<file path="config.mk">
export PLATFORM = sky130hd
export DESIGN_NAME = burst_col_gen
export DESIGN_NICKNAME = d
export VERILOG_FILES = /design/src/rtl/burst_col_gen.sv
export SDC_FILE = /design/constraint.sdc
export NUM_CORES = 1
export LEC_CHECK = 0
export CELL_PAD_IN_SITES_DETAIL_PLACEMENT = 1
export CELL_PAD_IN_SITES_GLOBAL_PLACEMENT = 2
export CORE_MARGIN = 10
export CORE_UTILIZATION = 33
export DETAILED_ROUTE_END_ITERATION = 12
export PLACE_DENSITY = 0.91
export REMOVE_ABC_BUFFERS = 1
export SLEW_MARGIN = 20
export SYNTH_ARGS = -nofsm -noshare
export SYNTH_HDL_FRONTEND = slang
export SYNTH_SLANG_ARGS = --single-unit
</file>
<file path="constraint.sdc">
create_clock -name clk -period 5.8 [get_ports clk]
set_input_delay 0.58 -clock clk [delete_from_list [all_inputs] [get_ports clk]]
set_output_delay 0.58 -clock clk [all_outputs]
set_load 0.05 [all_outputs]
</file>
<file path="src/rtl/burst_col_gen.sv">
module burst_col_gen #(
  parameter int COL_W = 9
) (
  input  logic             clk,
  input  logic             rst_n,
  input  logic             cke,
  input  logic             cmd_rd,
  input  logic             cmd_wr,
  input  logic             cmd_stop,
  input  logic             cmd_pre,
  input  logic [COL_W-1:0] start_col,
  input  logic [2:0]       blen_code,
  input  logic             ilv_order,
  input  logic             single_wr,
  output logic [COL_W-1:0] col_out,
  output logic             col_valid,
  output logic             last_beat
);

  localparam logic [COL_W-1:0] PAGE_MASK = {COL_W{1'b1}};

  logic             busy;
  logic             full_pg;
  logic             ilv_q;
  logic [COL_W-1:0] base_q;
  logic [COL_W-1:0] idx_q;
  logic [COL_W-1:0] mask_q;

  logic [COL_W-1:0] mask_d;
  logic             full_d;
  logic             new_cmd;

  assign new_cmd = cmd_rd | cmd_wr;

  always_comb begin
    mask_d = '0;
    full_d = 1'b0;
    if (!(cmd_wr && single_wr)) begin
      case (blen_code)
        3'b001:  mask_d = COL_W'(1);
        3'b010:  mask_d = COL_W'(3);
        3'b011:  mask_d = COL_W'(7);
        3'b111:  if (!ilv_order) begin
                   mask_d = PAGE_MASK;
                   full_d = 1'b1;
                 end
        default: mask_d = '0;
      endcase
    end
  end

  always_ff @(posedge clk) begin
    if (!rst_n) begin
      busy    <= 1'b0;
      full_pg <= 1'b0;
      ilv_q   <= 1'b0;
      base_q  <= '0;
      idx_q   <= '0;
      mask_q  <= '0;
    end else if (cke) begin
      if (new_cmd) begin
        busy    <= 1'b1;
        full_pg <= full_d;
        ilv_q   <= ilv_order;
        base_q  <= start_col;
        idx_q   <= '0;
        mask_q  <= mask_d;
      end else if (cmd_stop || cmd_pre) begin
        busy <= 1'b0;
      end else if (busy) begin
        if (last_beat) busy <= 1'b0;
        else           idx_q <= idx_q + 1'b1;
      end
    end
  end

  assign col_out   = ilv_q ? (base_q ^ (idx_q & mask_q))
                           : ((base_q & ~mask_q) | ((base_q + idx_q) & mask_q));
  assign col_valid = busy;
  assign last_beat = busy & ~full_pg & (idx_q == mask_q);

endmodule


</file>
==> reports/metrics.csv <==
stage,metric,value,unit
run_status,outcome,"finished, final reports clean",
clock_network,Resized cells post-CTS,0,
layout,Finished Cell Area,0.00225,mm2
worst_setup_path,Crit path depth,10,
synthesis,Most used DFF post-synth,dfxtp_1,
worst_setup_path,crit start category,flip-flop,
worst_setup_path,Bufs and invs on worst path,2,
synthesis,most frequent cell after synthesis,nand2_1,
clock_network,H-tree Lvls,1,
synthesis,synth cell count leaders,"38 x nand2_1, 25 x dfxtp_1, 18 x ha_1, 13 x a21boi_0, 12 x nor2b_1",
placed_design,pre-CTS setup slack,2.26,ns
timing,hold slack,0.501,ns
worst_setup_path,Setup crit start,idx_q[0],
detailed_routing,post-route ant nets,0,
placed_design,HPWL after detailed placement,3890,um
clock_network,clock sinks,25,
synthesis,Yosys cell types,45,
synthesis,post-synthesis async set-or-reset flop share,0,%
worst_setup_path,"Max FO, Critical Path",7,
layout,ANT cells,0,
layout,nets,289,
timing,Slew HR,46.2,%
synthesis,Post-synth EDFFs,0,
timing,"Slew Viols, Final",0,
clock_network,post-CTS setup buffers,0,
timing,RSZ-0062 raised after global routing,no,
worst_setup_path,CP peak stage delay,0.71,ns
clock_network,TritonCTS Buffers,3,
synthesis,Mapped Avg Cell Area,8.38,um2
grt,initial antenna violation count,0,
timing,Final Hold Viols,0,
layout,Final Non-Filler Cells,318,
synthesis,largest family of logic cells by synthesized area,simple AND/OR/NAND/NOR gates,
synthesis,area of the mapped netlist,0.00182,mm2
placed_design,dpl cells,314,
grt,vias in the first global route,1762,
power,PwrDens,172,mW/mm2
timing,min Tclk post-route,3.84,ns
floorplan,Initial Util,34.7,%
clock_network,clk_lat worst skew,0.27,ns
clock_network,hold bufs inserted after CTS,0,
placed_design,GPL Wtd Cong,0.815,
grt,total gr overflow,0,
flow_run,Max-cap violations,0,
detailed_routing,via count,1674,
worst_setup_path,arrival time worst endpoint,3.26,ns
grt,first-pass GRT wire length,8580,um
detailed_routing,Vias per Instance,5.26,
timing,final worst slack,1.96,ns
synthesis,Synth Area in Simple Gates,26.2,%
synthesis,ranking of synthesized cells by area,"dfxtp_1 28%, ha_1 12%, nand2_1 7.8%",
worst_setup_path,"CP delay by family, top",buffers and inverters,
timing,Peak Freq,260,MHz
synthesis,share of the synthesized area in the top cell type,27.5,%
synthesis,synth warn,0,
timing,Worst Max-Slew Pin Slew,0.805,ns
timing,Setup Skew,0.00309,ns
worst_setup_path,"critical path, cell by cell",ha_1 -> inv_1 -> fa_1 -> nand2b_1 -> a21oi_2 -> a21o_1 -> a21oi_1 -> and3_1 -> or3_1 -> clkdlybuf4s50_1,
worst_setup_path,highest-delay cell along the critical path,clkdlybuf4s50_1,
layout,FILL cells,636,
floorplan,die height,94.2,um
synthesis,Synth Area in Adders,13.5,%
synthesis,Synth area leader,dfxtp_1,
power,P_leak,0.000913,uW
synthesis,Synth Area in XOR/XNOR,6.74,%
worst_setup_path,crit path to,col_out[6],
clock_network,CTS tree,done,
grt,largest net degree at the start of global routing,26,
clock_network,Longest Clk Path Bufs,2,
detailed_routing,final WL,4970,um
floorplan,Core Area,0.00524,mm2
grt,Total GRT Usage,11.9,%
synthesis,Synth Instances,217,
floorplan,die width,94.2,um
floorplan,die area,0.00888,mm2
clock_network,clock slew at the register clock pins of the worst setup and hold paths,0.09,ns
power,Peak VDD IR,0.0780,mV
detailed_routing,DR pass1 iterations,4,
detailed_routing,WL per Instance,15.6,um
synthesis,mux share of post-synthesis cell area,0,%
layout,P&R area growth vs syn,23.9,%
timing,# setup viols final,0,
worst_setup_path,critical path required time,5.22,ns
worst_setup_path,Critical Setup Path Class,reg2out,
detailed_routing,DRC errors left,0,
detailed_routing,Starting DRT DRC Count,41,
worst_setup_path,Crit Reg-Reg Endpoint,idx_q[5],
hold_path,Hold Crit Class,reg2reg,
timing,setup TNS,0,ns
timing,final critical-path share of the clock period,66.3,%
placed_design,Post-DP Area,0.00221,mm2
clock_network,Clock Tree Root,clkbuf_8,
floorplan,Rows,26,
synthesis,register area share after synthesis,27.5,%
worst_setup_path,FF-to-FF Start,mask_q[7],
synthesis,"flops & latches, synth",25,
floorplan,I/O pin total,32,
placed_design,IO buf count,31,
worst_setup_path,R2R setup slack,3.45,ns
worst_setup_path,R2R cell count,6,
layout,layout cells sized above 1,7.26,%
worst_setup_path,CP Capture Type,output pin,
synthesis,post-synthesis compound-gate area fraction,23.7,%
## placed cells by master (no fill, tap or decap), types with 2 or more instances in the layout
cell type	n
a211oi_1	3
a21boi_0	13
a21o_1	4
a21oi_1	11
a22oi_1	4
and2_1	3
and3_1	4
buf_4	2
clkbuf_8	3
clkdlybuf4s50_1	31
dfxtp_1	25
ha_1	18
inv_1	5
nand2_1	38
nand2b_1	3
nand3_1	4
nand4_1	2
nor2_1	7
nor2b_1	12
nor3_1	6
o21ai_0	9
o221a_2	4
xnor2_1	7
xor2_1	7
## routing by layer
metal	vias to the layer above	routed length, um	GRT usage, %
met3	4	240	2.80
met4	0	43	3.67
met1	795	2410	14.9
met5	-	0	0
met2	29	2270	19.3
li1	846	-	-
## state kept, by name, summed over array words and instances, names as in the netlist
name       count
base_q         9
col_valid      1
full_pg        1
idx_q          9
ilv_q          1
mask_q         4
## worst min path at each step
stage               depth (start not counted)   endpoint       from  slack, ns
finish                                      2  base_q[8]  base_q[8]       0.50
global route                                2  base_q[8]  base_q[8]       0.53
CTS                                         2  base_q[8]  base_q[8]       0.50
detailed placement                          2  base_q[8]  base_q[8]       0.49
global placement                            2  base_q[8]  base_q[8]       0.48
floorplan                                   2  base_q[8]  base_q[8]       0.46
## worst reg2reg max path: stages (launching register included)
cell and delay (ns):
dfxtp_1 0.66, ha_1 0.35, nor3_1 0.41, a31oi_2 0.21, nand2_1 0.26, nor3_1 0.09, o221a_2 0.26
## report_power, final
part / switching (uW) / leakage [uW] / internal (uW) / total [uW]
Sequential: 8.12 / 0.000203 / 177 / 185
Combinational: 53.2 / 0.000686 / 42.2 / 95.4
Clock: 57.4 / 0.0000228 / 49.2 / 107
## cell families (layout without fill, tap and decap cells)
group / after synthesis / in the layout
compound gates: 59 / 59
xor+xnor: 14 / 14
fa+ha+maj: 19 / 19
buf+inv: 11 / 42
flops: 25 / 25
simple gates: 89 / 89
## metrics by stage
stage          total power (uW)  utilization [%]
3_5_place_dp                285             42.1
5_1_grt                     409             43.0
4_1_cts                     395             43.0
3_3_place_gp                285             42.1
6_report                    387             43.0
2_1_floorplan               243                -
## cell type report
type,instances,area (um2),share of cell area [%]
Multi-Input combinational cell,181,1270,56.6
Sequential cell,25,500,22.2
Timing Repair Buffer,33,325,14.4
Tap cell,70,87.6,3.89
Clock buffer,4,45.0,2.00
Inverter,5,18.8,0.833
No activity file was read; power rests on OpenSTA's default activity.
